File: src/rtl/i2cbuf_pkg.sv
// Shared types for the buffered I2C slave.
// Assumes the bus byte width is fixed at eight bits.
package i2cbuf_pkg;
    localparam int BYTE_W = 8;

    typedef enum logic [2:0] {
        ST_IDLE,
        ST_ADDR,
        ST_WRITE,
        ST_READ,
        ST_IGNORE
    } bus_state_e;

    // Synchronized bus levels and the events derived from them
    typedef struct packed {
        logic scl;
        logic sda;
        logic scl_rise;
        logic scl_fall;
        logic start;
        logic stop;
    } bus_ev_t;
endpackage

File: src/rtl/i2cbuf_busmon.sv
// Bus monitor: brings SCL/SDA into the clock domain through a shift
// chain and derives edges and Start/Stop conditions.
// Assumes clk runs many times faster than SCL.
module i2cbuf_busmon #(
    parameter int SYNC_STAGES = 2
) (
    input  logic                clk,
    input  logic                rst_n,
    input  logic                scl_i,
    input  logic                sda_i,
    output i2cbuf_pkg::bus_ev_t ev
);
    localparam int TOP = SYNC_STAGES - 1;

    logic [TOP:0] scl_sh, sda_sh;
    logic         scl_q, sda_q;
    logic         scl_s, sda_s;

    // Synchronizer chains plus one history stage; the bus idles high
    always_ff @(posedge clk) begin
        if (!rst_n) begin
            scl_sh <= '1;
            sda_sh <= '1;
            scl_q  <= 1'b1;
            sda_q  <= 1'b1;
        end else begin
            scl_sh <= {scl_sh[TOP-1:0], scl_i};
            sda_sh <= {sda_sh[TOP-1:0], sda_i};
            scl_q  <= scl_sh[TOP];
            sda_q  <= sda_sh[TOP];
        end
    end

    assign scl_s = scl_sh[TOP];
    assign sda_s = sda_sh[TOP];

    // Event decode: SDA moving while SCL stays high marks Start or Stop
    always_comb begin
        ev.scl      = scl_s;
        ev.sda      = sda_s;
        ev.scl_rise = scl_s & ~scl_q;
        ev.scl_fall = ~scl_s & scl_q;
        ev.start    = scl_s & scl_q & sda_q & ~sda_s;
        ev.stop     = scl_s & scl_q & ~sda_q & sda_s;
    end
endmodule

File: src/rtl/i2cbuf_ram.sv
// Shared byte memory with a local synchronous port and a bus port.
// The bus side writes once per byte and reads asynchronously.
// Assumes a local write wins when both ports write one location in one cycle.
module i2cbuf_ram #(
    parameter int DEPTH = 32,
    parameter int DW    = 8,
    parameter int AW    = $clog2(DEPTH)
) (
    input  logic          clk,
    input  logic          rst_n,
    input  logic          loc_en,
    input  logic          loc_we,
    input  logic [AW-1:0] loc_addr,
    input  logic [DW-1:0] loc_wdata,
    output logic [DW-1:0] loc_rdata,
    input  logic          bus_we,
    input  logic [AW-1:0] bus_waddr,
    input  logic [DW-1:0] bus_wdata,
    input  logic [AW-1:0] bus_raddr,
    output logic [DW-1:0] bus_rdata
);
    logic          loc_wr;
    logic [DW-1:0] words [DEPTH];

    assign loc_wr = loc_en & loc_we;

    for (genvar g = 0; g < DEPTH; g++) begin : g_word
        logic [DW-1:0] word_q;
        // One storage word; the local port has priority over the bus
        always_ff @(posedge clk) begin
            if (!rst_n)
                word_q <= '0;
            else if (loc_wr && loc_addr == AW'(g))
                word_q <= loc_wdata;
            else if (bus_we && bus_waddr == AW'(g))
                word_q <= bus_wdata;
        end
        assign words[g] = word_q;
    end

    // Registered local read, one cycle of latency
    always_ff @(posedge clk) begin
        if (!rst_n)
            loc_rdata <= '0;
        else if (loc_en && !loc_we)
            loc_rdata <= words[loc_addr];
    end

    assign bus_rdata = words[bus_raddr];

    // on a same-location clash the stored byte is the local one
    p_local_wins_r9: assert property (@(posedge clk) disable iff (!rst_n)
        (loc_wr && bus_we && loc_addr == bus_waddr)
        |=> words[$past(loc_addr)] == $past(loc_wdata));

    // a bus commit not hit by a local write lands
    p_bus_commit_r4: assert property (@(posedge clk) disable iff (!rst_n)
        (bus_we && !(loc_wr && loc_addr == bus_waddr))
        |=> words[$past(bus_waddr)] == $past(bus_wdata));
endmodule

File: src/rtl/i2cbuf_proto.sv
// Bus protocol engine: address match, ACK, byte shifting and the
// auto-advancing byte index. Never touches SCL.
// Assumes events from i2cbuf_busmon and an asynchronous-read memory.
module i2cbuf_proto #(
    parameter logic [6:0] SLV_ADDR = 7'h2A,
    parameter int         AW       = 5,
    parameter int         DW       = 8
) (
    input  logic                clk,
    input  logic                rst_n,
    input  i2cbuf_pkg::bus_ev_t ev,
    input  logic [DW-1:0]       bus_rdata,
    output logic                sda_oe,
    output logic                bus_we,
    output logic [AW-1:0]       bus_waddr,
    output logic [DW-1:0]       bus_wdata,
    output logic [AW-1:0]       bus_raddr
);
    import i2cbuf_pkg::*;

    localparam logic [3:0] CNT_BYTE = 4'(DW);
    localparam logic [3:0] CNT_ACK  = 4'(DW + 1);
    localparam logic [3:0] CNT_LAST = 4'(DW - 1);

    bus_state_e    state;
    logic [3:0]    bitcnt;
    logic [DW-1:0] shreg;
    logic [AW-1:0] ptr;
    logic          first_byte;
    logic          rw;

    // Bus-side memory access: commit strobe on the fall after bit eight
    always_comb begin
        bus_we    = (state == ST_WRITE) && ev.scl_fall && (bitcnt == CNT_BYTE)
                    && !first_byte && !ev.start && !ev.stop;
        bus_waddr = ptr;
        bus_wdata = shreg;
        bus_raddr = ptr;
    end

    // Main sequencer: Start/Stop first, then per-state bit handling
    always_ff @(posedge clk) begin
        if (!rst_n) begin
            state      <= ST_IDLE;
            bitcnt     <= '0;
            shreg      <= '0;
            ptr        <= '0;
            first_byte <= 1'b1;
            rw         <= 1'b0;
            sda_oe     <= 1'b0;
        end else if (ev.start) begin
            state      <= ST_ADDR;
            bitcnt     <= '0;
            first_byte <= 1'b1;
            sda_oe     <= 1'b0;
        end else if (ev.stop) begin
            state  <= ST_IDLE;
            bitcnt <= '0;
            sda_oe <= 1'b0;
        end else begin
            case (state)
                ST_ADDR, ST_WRITE: begin
                    if (ev.scl_rise && bitcnt < CNT_BYTE) begin
                        shreg  <= {shreg[DW-2:0], ev.sda};
                        bitcnt <= bitcnt + 4'd1;
                    end else if (ev.scl_fall && bitcnt == CNT_BYTE) begin
                        if (state == ST_ADDR) begin
                            if (shreg[DW-1:1] == SLV_ADDR) begin
                                sda_oe <= 1'b1;
                                rw     <= shreg[0];
                                bitcnt <= CNT_ACK;
                            end else begin
                                state <= ST_IGNORE;
                            end
                        end else begin
                            sda_oe <= 1'b1;
                            bitcnt <= CNT_ACK;
                            if (first_byte) begin
                                ptr        <= shreg[AW-1:0];
                                first_byte <= 1'b0;
                            end else begin
                                ptr <= ptr + 1'b1;
                            end
                        end
                    end else if (ev.scl_fall && bitcnt == CNT_ACK) begin
                        sda_oe <= 1'b0;
                        bitcnt <= '0;
                        if (state == ST_ADDR) begin
                            if (rw) begin
                                state  <= ST_READ;
                                shreg  <= bus_rdata;
                                sda_oe <= ~bus_rdata[DW-1];
                                ptr    <= ptr + 1'b1;
                            end else begin
                                state <= ST_WRITE;
                            end
                        end
                    end
                end
                ST_READ: begin
                    if (ev.scl_fall) begin
                        if (bitcnt < CNT_LAST) begin
                            bitcnt <= bitcnt + 4'd1;
                            sda_oe <= ~shreg[DW-2];
                            shreg  <= {shreg[DW-2:0], 1'b0};
                        end else if (bitcnt == CNT_LAST) begin
                            bitcnt <= CNT_BYTE;
                            sda_oe <= 1'b0;
                        end else if (bitcnt == CNT_ACK) begin
                            shreg  <= bus_rdata;
                            sda_oe <= ~bus_rdata[DW-1];
                            ptr    <= ptr + 1'b1;
                            bitcnt <= '0;
                        end
                    end else if (ev.scl_rise && bitcnt == CNT_BYTE) begin
                        if (ev.sda) state  <= ST_IGNORE;
                        else        bitcnt <= CNT_ACK;
                    end
                end
                default: ;
            endcase
        end
    end

    // the SDA drive moves only while the synchronized SCL is low
    p_sda_scl_low_r10: assert property (@(posedge clk) disable iff (!rst_n)
        (sda_oe != $past(sda_oe)) |-> !ev.scl);

    // no drive while idle
    p_idle_quiet_r1: assert property (@(posedge clk) disable iff (!rst_n)
        (state == ST_IDLE) |-> !sda_oe);

    // no drive while ignoring traffic
    p_ignore_quiet_r3: assert property (@(posedge clk) disable iff (!rst_n)
        (state == ST_IGNORE) |-> !sda_oe);

    // SDA is held low throughout the address ACK slot
    p_addr_ack_r2: assert property (@(posedge clk) disable iff (!rst_n)
        (state == ST_ADDR && bitcnt == CNT_ACK) |-> sda_oe);

    // SDA is released for the master's acknowledge slot
    p_release_ack_r5: assert property (@(posedge clk) disable iff (!rst_n)
        (state == ST_READ && bitcnt == CNT_BYTE) |-> !sda_oe);

    // a Start leaves the byte index untouched
    p_restart_keeps_r7: assert property (@(posedge clk) disable iff (!rst_n)
        ev.start |=> ptr == $past(ptr));
endmodule

File: src/rtl/i2cbuf_slave.sv
// Top of the buffered I2C slave: bus monitor, protocol engine and
// shared 32-byte memory with a local synchronous port.
// Assumes an open-drain SDA pad driven low by sda_oe; SCL is input only.
module i2cbuf_slave #(
    parameter logic [6:0] SLV_ADDR    = 7'h2A,
    parameter int         DEPTH       = 32,
    parameter int         SYNC_STAGES = 2
) (
    input  logic       clk,
    input  logic       rst_n,
    input  logic       scl_i,
    input  logic       sda_i,
    output logic       sda_oe,
    input  logic       loc_en,
    input  logic       loc_we,
    input  logic [4:0] loc_addr,
    input  logic [7:0] loc_wdata,
    output logic [7:0] loc_rdata
);
    localparam int DW = i2cbuf_pkg::BYTE_W;
    localparam int AW = $clog2(DEPTH);

    i2cbuf_pkg::bus_ev_t ev;
    logic                bus_we;
    logic [AW-1:0]       bus_waddr, bus_raddr;
    logic [DW-1:0]       bus_wdata, bus_rdata;

    i2cbuf_busmon #(.SYNC_STAGES(SYNC_STAGES)) u_busmon (
        .clk   (clk),
        .rst_n (rst_n),
        .scl_i (scl_i),
        .sda_i (sda_i),
        .ev    (ev)
    );

    i2cbuf_proto #(.SLV_ADDR(SLV_ADDR), .AW(AW), .DW(DW)) u_proto (
        .clk       (clk),
        .rst_n     (rst_n),
        .ev        (ev),
        .bus_rdata (bus_rdata),
        .sda_oe    (sda_oe),
        .bus_we    (bus_we),
        .bus_waddr (bus_waddr),
        .bus_wdata (bus_wdata),
        .bus_raddr (bus_raddr)
    );

    i2cbuf_ram #(.DEPTH(DEPTH), .DW(DW), .AW(AW)) u_ram (
        .clk       (clk),
        .rst_n     (rst_n),
        .loc_en    (loc_en),
        .loc_we    (loc_we),
        .loc_addr  (loc_addr),
        .loc_wdata (loc_wdata),
        .loc_rdata (loc_rdata),
        .bus_we    (bus_we),
        .bus_waddr (bus_waddr),
        .bus_wdata (bus_wdata),
        .bus_raddr (bus_raddr),
        .bus_rdata (bus_rdata)
    );
endmodule

File: config.mk
export PLATFORM = sky130hd
export DESIGN_NAME = i2cbuf_slave
export DESIGN_NICKNAME = d
export VERILOG_FILES = /design/src/rtl/i2cbuf_pkg.sv /design/src/rtl/i2cbuf_busmon.sv /design/src/rtl/i2cbuf_ram.sv /design/src/rtl/i2cbuf_proto.sv /design/src/rtl/i2cbuf_slave.sv
export SDC_FILE = /design/constraint.sdc
export NUM_CORES = 1
export LEC_CHECK = 0
export ABC_AREA = 1
export BUFFER_PORTS_ARGS = -buffer_cell sky130_fd_sc_hd__buf_4
export CAP_MARGIN = 30
export CORE_MARGIN = 3
export CORE_UTILIZATION = 45
export DETAILED_ROUTE_END_ITERATION = 10
export RECOVER_POWER = 25
export SYNTH_ARGS = -nofsm -noshare
export SYNTH_HDL_FRONTEND = slang
export SYNTH_SLANG_ARGS = --single-unit
File: constraint.sdc
create_clock -name clk -period 1.9 [get_ports clk]
set_input_delay 0.285 -clock clk [delete_from_list [all_inputs] [get_ports clk]]
set_output_delay 0.285 -clock clk [all_outputs]
set_load 0.02 [all_outputs]
## Yosys cells after proc, flatten, opt, wreduce, memory -nomap -nowiden

Index checks and enable logic that the tools add are counted.

- $lt $le $gt $ge: 4
- Eq/ne operators: 103
- Multiplexer cells: 129
- Bitwise operators: 21
- $add $sub $neg: 2
- Reductions and logical operators: 125

Operators by type and width:

| kind | number |
|---|---|
| 2-to-1 mux 8 bit | 77 |
| == test 5 bit, second input constant | 32 |
| binary-select mux 8 bit (select 5 bit) | 2 |
| == test 5 x 4 -> 1 bit, second input constant | 16 |
| logical AND 1 bit | 74 |
| nonzero test 2 bit | 33 |
| 2-to-1 mux 5 bit | 11 |
| 2-to-1 mux 4 bit | 11 |
| == test 5 x 3 -> 1 bit, second input constant | 8 |
| 2-to-1 mux 3 bit | 9 |
| != test 3 x 1 -> 1 bit, second input constant | 8 |
| == test 5 x 2 -> 1 bit, second input constant | 4 |
| != test 4 x 1 -> 1 bit, second input constant | 4 |
| one-hot mux 8 bit (2 select lines) | 1 |
| AND reduction 8 bit | 2 |
| 2-to-1 mux 1 bit | 14 |
| >= comparator 6 bit, second input constant | 2 |
| NOT 5 -> 6 bit | 2 |
| AND reduction 12 bit | 1 |
| AND reduction 6 bit | 2 |
| NOT 1 bit | 11 |
| == test 5 x 1 -> 1 bit, second input constant | 2 |
| logical NOT 5 bit | 2 |
| != test 2 bit, second input constant | 5 |
| other kinds (30) | 51 |

- Output and inout port bits: 9
- Flip-flop bits (word level): 293

## Depth between registers and ports, before layout

Gate-level depths: netlist of run 1.

- Word-level depth: 11
- Gate-level depth with buffers: 14

## Modules after synthesis

Synthesis of run 1 repeated with hierarchy kept, for this count alone.

- Cells, all modules: 3267
- Area total of the unflattened synthesis: 19605.1 um^2

By module, submodules not included:

| module | cells each | area each (um^2) | times used |
|---|---|---|---|
| i2cbuf_ram | 2954 | 17648.2 | 1 |
| i2cbuf_proto | 284 | 1742.9 | 1 |
| i2cbuf_busmon | 29 | 214.0 | 1 |

## Least setup slack after synthesis of run 1

No wires, ideal clock.

- Path type: register to register
- Start: register u_proto.ptr[0] (netlist: u_proto.bus_raddr[0])
- End: register u_ram.g_word[4].word_q[6]
- Arrival: 2.005 ns
- Path slack: -0.179 ns
- Period minus slack after synthesis: 2.079 ns
- Setup time: 0.074 ns
- Cell stages (with the launch flop): 13
- Cells stage by stage: dfxtp_1 buf_2 inv_2 buf_2 buf_2 ha_1 inv_1 nor2_1 nand2_1 o21ai_1 buf_2 o21ai_0 a31oi_1

- Word-level cells in the longest chain between the ends: 3

Ends and longest elaborated chain:

| what | RTL line | source |
|---|---|---|
| start: declaration | i2cbuf_proto.sv:28 | `logic [AW-1:0] ptr;` |
| start signal: assignment | i2cbuf_proto.sv:79 | `ptr <= shreg[AW-1:0];` |
| start signal: assignment | i2cbuf_proto.sv:82 | `ptr <= ptr + 1'b1;` |
| start signal: assignment | i2cbuf_proto.sv:93 | `ptr <= ptr + 1'b1;` |
| == test 5 x 3 -> 1 bit | i2cbuf_ram.sv:35 | `else if (bus_we && bus_waddr == AW'(g))` |
| logical AND 1 bit | i2cbuf_ram.sv:35 |  |
| nonzero test 2 bit (no line) | - |  |
| end signal: assignment | i2cbuf_ram.sv:34 | `word_q <= loc_wdata;` |
| end signal: assignment | i2cbuf_ram.sv:36 | `word_q <= bus_wdata;` |
| end: declaration | i2cbuf_ram.sv:28 | `logic [DW-1:0] word_q;` |

No other way between the ends.
A chain may end at the register's enable or synchronous reset.

## Worst setup path after layout of run 1

- Start: register u_proto.ptr[0] (netlist: u_proto.bus_raddr[0])
- End: register u_proto.shreg[0] (netlist: u_proto.bus_wdata[0])

- Word-level cells in the longest chain between the ends: 10
- Elaborated cells between the ends (all ways): 14
- Classes of those cells: mux: 13; bitwise: 1

Ends and longest elaborated chain:

| what | RTL line | source |
|---|---|---|
| NOT 5 -> 6 bit (not written as such) * | i2cbuf_ram.sv:49 | `assign bus_rdata = words[bus_raddr];` |
| binary-select mux 8 bit (select 5 bit) * | i2cbuf_ram.sv:49 |  |
| 2-to-1 mux 8 bit (not written as such) * (2 in series) | i2cbuf_ram.sv:49 |  |
| 2-to-1 mux 8 bit | i2cbuf_proto.sv:89 | `if (rw) begin` |
| 2-to-1 mux 8 bit | i2cbuf_proto.sv:88 | `if (state == ST_ADDR) begin` |
| 2-to-1 mux 8 bit | i2cbuf_proto.sv:85 | `end else if (ev.scl_fall && bitcnt == CNT_ACK) begin` |
| 2-to-1 mux 8 bit | i2cbuf_proto.sv:66 | `end else if (ev.scl_fall && bitcnt == CNT_BYTE) begin` |
| 2-to-1 mux 8 bit | i2cbuf_proto.sv:63 | `if (ev.scl_rise && bitcnt < CNT_BYTE) begin` |
| one-hot mux 8 bit (2 select lines) * | i2cbuf_proto.sv:61 | `case (state)` |
| end signal: assignment | i2cbuf_proto.sv:64 | `shreg <= {shreg[DW-2:0], ev.sda};` |
| end signal: assignment | i2cbuf_proto.sv:91 | `shreg <= bus_rdata;` |
| end signal: assignment | i2cbuf_proto.sv:105 | `shreg <= {shreg[DW-2:0], 1'b0};` |
| end: declaration | i2cbuf_proto.sv:27 | `logic [DW-1:0] shreg;` |

Mark *: on every way between the ends. The rest lies on a longest branch, timed or not. The select of a mux whose other input is x is not followed.

==> impl_metrics.toml, run 1 <==
[timing]
fmax_ghz = 0.495
hold_viol = 0
worst_slack_ps = -122
fin_crit_ps = 2020
period_share = 1.06
whs_ps = 98.5
maxSlewViolCount = 0
relSlewSlack = 0.511
setup_viol = 36
rsz0062_at_grt = "yes"
skew_ps = 22.6
worstMarginPinSlew_ps = 729

[final_layout]
n_fill_cell = 3807
finalInstanceArea_um2 = 24200
n_antenna_cell = 0
fin_nets = 3145
drive_gt1_frac = 0.257
syn2layout_area_growth_pct = 30.8

[global_routing]
grt_pass1_vias = 20681
grt_pass1_wl_um = 137000
grt_max_degree = 61
grt-ovfl-total = 0
grtUsageTotal = 0.416
antenna_found_initial = 4

[clock_tree]
cts_buffers = 37
cts.root.buffer_cell = "clkbuf_16"
cts.reportedPaths.clkPinSlew_ps = 60
h-tree-depth = 2
cts_sinks = 293
insertion_delay_ps = 580
cts_buffer_depth = 3
cts_tree = "done"

[flow_run]
drv_cap = 0

[worst_setup_path]
slowest_stage = "dfxtp_4"
r2r_slack_ps = -120
crit_buf_inv = 4
r2r-start = "u_proto.bus_raddr[0]$_SDFFE_PN0P_"
path_cells = "inv_12 > buf_12 > buf_4 > o21ai_0 > o22ai_1 > buf_4 > nand2_1 > nand3_1 > nand3b_1 > nand3_1 > a21oi_1"
cp_top_family = "buffers and inverters"
worstPathArrival_ps = 2470
worstSetupPathDepth = 11
cp-startpoint = "u_proto.bus_raddr[0]$_SDFFE_PN0P_"
start_kind = "flop"
cp_max_fo = 16
reg2reg_depth = 11
cp.required_ps = 2340
slowest_delay_ps = 460
crit_type = "reg -> reg"
worstSetupEndpointType = "flop"

[synthesis]
syn_inst = 2870
ys_top_cells_by_area = "dfxtp_1 (32%), nand2_1 (13%), o21ai_0 (11%)"
synth_cell_types = 46
avgSynthCellArea_um2 = 6.44
synth-warning-count = 0
syn-num-nets = 2898
synth-seq-cells = 293
synth_top_area_cell = "dfxtp_1"
post-synth-top-count-cell = "nand2_1"
async_flop_share = 0
synth-edff-count = 0
ys_seq_area_frac = 0.317
synth_area_um2 = 18500
synthFlopType = "dfxtp_1"
synth_top_area_share = 0.317
ys_top_cells_by_count = "nand2_1 (635), o21ai_0 (418), nor2_1 (364), dfxtp_1 (293), a21oi_1 (217)"

[placement]
place.gp.congestion = 1.06
portBuffers = 27
place_area_um2 = 21100
hpwlAfterDp_um = 66700

[power_and_ir_drop]
total_leakage_power_nw = 9.41
ir_drop_mv = 0.625
total_power_w = 0.0200
powerDensity_nw_per_um2 = 829

[floorplanning]
io_pins = 28
dieArea_um2 = 43500
core_area_um2 = 40200
fp.dieH_um = 209
start_util = 0.460
rows = 73
chipWidth_um = 209

[drt]
route.detailed.drc = 0
wl_per_cell_um = 26.4
via_count = 23142
drt_iter0_drc = 3552
wl_um = 96700
ant_nets = 0
first_pass_iters = 6
vias_per_cell = 6.31

[min_path]
hold_class = "in -> reg"
min_from = "rst_n"
hold_path_depth = 3

[outcome]
violations = "negative setup slack"
status = "finished, violations left"
-- final cells by class --
cell class	instances	area (um^2)	share of cell area
clock buffers	57	1110	0.0461
clock inverters	8	96.3	0.00398
inverters	197	823	0.0340
multi-input cells	2189	11900	0.494
flip-flops and latches	293	5870	0.243
well taps	525	657	0.0272
repair buffers	398	3660	0.151
repair inverters	1	11.3	0.000466
-- kinds of logic after synthesis --
family                     Yosys count  synth area share
muxes                                1          0.000609
DFF                                293             0.317
adders and majority gates            9           0.00609
AOI/OAI and AO/OA                  952             0.288
xor gates and xnor gates             1          0.000474
and+or+nand+nor                   1211             0.288
buffers and inverters              403            0.0994
-- where the power goes --
| part | leakage, nW | total (W) | switching (W) | internal (W) |
|---|---|---|---|---|
| logic | 6.45 | 0.00640 | 0.00417 | 0.00224 |
| registers | 2.37 | 0.00641 | 0.000146 | 0.00626 |
| clock network | 0.593 | 0.00724 | 0.00294 | 0.00430 |
-- stage by stage --
stage | worst slack (ps) | cells | utilization | TNS, ps
6_report | -122 | 3668 | 0.602 | -1110
5_1_grt | -150 | 3668 | 0.602 | -10040
4_1_cts | -26.3 | 3633 | 0.573 | -31.7
3_5_place_dp | -242 | 3538 | 0.526 | -15320
3_3_place_gp | -224 | 3538 | 0.526 | -9870
2_1_floorplan | 24.9 | 2870 | - | 0
-- worst reg2reg max path: cells and delay by family, from the launching register on --
family | cells | cell delay, ps
simple gates | 4 | 490
buf+inv | 4 | 590
flops | 1 | 460
compound gates | 3 | 350
-- routing by layer --
metal  global-route usage  part of all wire  vias to the layer above
met5                    0           0.00047                        -
met4                0.221             0.073                        8
met3                0.100              0.12                      414
met2                0.628              0.42                     1678
met1                0.550              0.38                    10788
li1                     -                 -                    10254
-- sequential cells by signal, summed over array words and instances (netlist names) --
register,flops
u_proto.rw,1
u_ram.loc_rdata,8
u_busmon.scl_sh,2
u_busmon.sda_q,1
u_proto.first_byte,1
u_busmon.sda_sh,2
u_proto.bitcnt,4
u_proto.bus_raddr,5
u_proto.bus_wdata,8
u_proto.sda_oe,1
u_proto.state,3
u_busmon.scl_q,1
u_ram.g_word.word_q,256
-- worst paths after layout --
path,to
worst max-delay path,u_proto.bus_wdata[0]$_SDFFE_PN0P_
worst min-delay path,u_ram.g_word[23].word_q[2]$_SDFFE_PN0P_
worst max register to register,u_proto.bus_wdata[0]$_SDFFE_PN0P_
worst min register to register,u_busmon.scl_sh[1]$_SDFF_PN1_
-- cell usage in the layout (no fill, tap or decap), types with 15 or more instances in the layout --
cell / synthesis / layout
nand2_1: 635 / 592
o21ai_0: 418 / 339
nor2_1: 364 / 332
buf_4: 17 / 319
dfxtp_1: 293 / 288
a21oi_1: 217 / 192
a31oi_1: 149 / 149
inv_1: 134 / 109
a22oi_1: 91 / 90
inv_2: 45 / 60
o21ai_1: 7 / 56
nand2_2: 23 / 48
nand3_1: 71 / 41
clkbuf_16: 0 / 41
o22ai_1: 42 / 39
nand2_4: 9 / 38
buf_12: 1 / 37
nor2_2: 14 / 32
nor2_4: 17 / 31
o21ai_2: 0 / 29
a21oi_2: 0 / 25
nand3_4: 0 / 21
nor3_1: 28 / 21
clkbuf_1: 117 / 21
nor2_8: 16 / 16
buf_6: 20 / 16
nand4_1: 15 / 15
-- timing repair --
action                                  in CTS  in global routing
endpoints found under the setup margin     187                241
hold buffers                                 2                  0
pin swaps                                   39                 54
gates resized for setup                    107                295
setup buffers                               18                 22
hold endpoints to repair                     2                  0
cloned                                      12                 13
Note: power is estimated with default switching activity, not from simulation.
==> inputs of run 2 (changes only) <==
Settings changed: BUFFER_PORTS_ARGS -buffer_cell sky130_fd_sc_hd__buf_4 to -buffer_cell sky130_fd_sc_hd__buf_2, CAP_MARGIN 30 to 40.
==> impl_metrics.toml, run 2 (same netlist as run 1, synthesis figures left out) <==
[final_layout]
multi_input_area_um2 = 11600
n_antenna_cell = 0
fin_nets = 3126
largest_register_ffs = 256
syn2layout_area_growth_pct = 28.2
final_common_cell = "nand2_1"
largest_register = "u_ram.g_word.word_q"
seq_area_um2 = 5880
final_cell_mix = "nand2_1 (611), o21ai_0 (380), nor2_1 (345)"
drive_gt1_frac = 0.229
n_fill_cell = 3819

[floorplanning]
dieArea_um2 = 43500
chipWidth_um = 209
io_pins = 28
core_area_um2 = 40200
start_util = 0.460
fp.dieH_um = 209
rows = 73

[drt]
via_count = 22903
wl_per_cell_um = 26.0
wl_um = 94800
drt_iter0_drc = 3348
wl_met3_um = 10900
wl_met1_um = 37100
top_layer_used = "met5"
route.detailed.drc = 0
vias_per_cell = 6.27
ant_nets = 0
wl_met2_um = 39900
first_pass_iters = 6

[timing]
worstMarginPinSlew_ps = 681
worst_slack_ps = -93.6
relSlewSlack = 0.546
skew_ps = 35.5
whs_ps = 45.1
setup_viol = 36
fmax_ghz = 0.502
setup_tns_ps = -894
period_share = 1.05
rsz0062_at_grt = "yes"
maxSlewViolCount = 0
hold_viol = 0
fin_crit_ps = 1990

[worst_setup_path]
worstPathArrival_ps = 2420
worstSetupEndpointType = "flop"
cp.required_ps = 2320
r2r_slack_ps = -90
crit_type = "reg -> reg"
cp_max_fo = 5
start_kind = "flop"

[global_routing]
grt_pass1_vias = 20521
grt_max_degree = 127
grtUsageTotal = 0.411
grt-ovfl-total = 0
grt_pass1_wl_um = 135000
antenna_found_initial = 3

[min_path]
hold_class = "in -> reg"

[outcome]
status = "finished, violations left"
violations = "negative setup slack"

[clock_tree]
cts_buffers = 37
cts_buffer_depth = 3
cts_tree = "done"
cts_sinks = 293
cts.root.buffer_cell = "clkbuf_16"
h-tree-depth = 2
insertion_delay_ps = 570
cts.reportedPaths.clkPinSlew_ps = 60

[placement]
portBuffers = 27
place.gp.congestion = 1.04
hpwlAfterDp_um = 65600
dp_slack_ps = -365

[power_and_ir_drop]
total_leakage_power_nw = 9.29
powerDensity_nw_per_um2 = 844
ir_drop_mv = 0.614

[flow_run]
drv_cap = 0
[run 2: changes by cell type in the layout (fill, tap and decap cells not counted), sizes merged]
cell      previous run  this run
clkinv              11        16
buf                378       365
bufbuf               4         0
clkbuf              71        60
clkinvlp             4         7
bufinv               2         5
[run 2: metrics by stage]
stage	instance area, um^2	total power [W]	utilization	instances
6_report	23700	0.0200	0.590	3651
5_1_grt	23700	0.0205	0.590	3651
4_1_cts	22800	0.0195	0.568	3616
3_5_place_dp	21100	0.0117	0.524	3531
3_3_place_gp	21100	0.0116	0.524	3531
2_1_floorplan	18500	0.00918	-	2870
[run 2: worst max-delay path, cell delays in order, from the launching register on]
cell	delay, ps
dfxtp_2	320
inv_2	70
ha_4	150
nand3_4	90
nor2_4	140
nand2_2	190
nor2_1	190
buf_6	140
nand2_1	90
nand2_2	110
buf_2	170
buf_4	130
a31oi_1	80
[run 2: path summary, 6_finish.rpt]
path,start,to,cells past startpoint
worst min register to register,u_busmon.scl_sh[0]$_SDFF_PN1_,u_busmon.scl_sh[1]$_SDFF_PN1_,1
worst min-delay path,rst_n,u_proto.rw$_SDFFE_PN0P_,3
worst max-delay path,u_proto.bitcnt[1]$_SDFFE_PP0P_,u_ram.g_word[22].word_q[2]$_SDFFE_PN0P_,12
worst max register to register,u_proto.bitcnt[1]$_SDFFE_PP0P_,u_ram.g_word[22].word_q[2]$_SDFFE_PN0P_,12
[run 2: report_power, final]
group          internal [W]  leakage [nW]  switching, W  total [W]
sequential          0.00626          2.37      0.000130    0.00639
clock               0.00468         0.634       0.00308    0.00776
combinational       0.00193          6.29       0.00391    0.00584
[run 2: metal layers]
| metal | global-route usage | vias up |
|---|---|---|
| met1 | 0.559 | 10695 |
| met4 | 0.248 | 2 |
| met3 | 0.0737 | 361 |
| met2 | 0.609 | 1621 |
| met5 | 0 | - |
| li1 | - | 10224 |
[run 2: cell type report]
type | count | area share
repair buffers | 379 | 0.145
clock buffers | 48 | 0.0452
repair inverters | 1 | 0.000317
flip-flops and latches | 293 | 0.248
inverters | 197 | 0.0337
clock inverters | 19 | 0.0103
multi-input cells | 2189 | 0.490
well taps | 525 | 0.0277
[run 2: repair_timing]
item / 4_1_cts / 5_1_grt
gates resized for setup: 79 / 169
gates cloned: 7 / 14
buffers inserted: 9 / 21
pin swaps: 14 / 55
hold buffers: 2 / 0
endpoints found under the setup margin: 132 / 255
endpoints found under the hold margin: 2 / 0
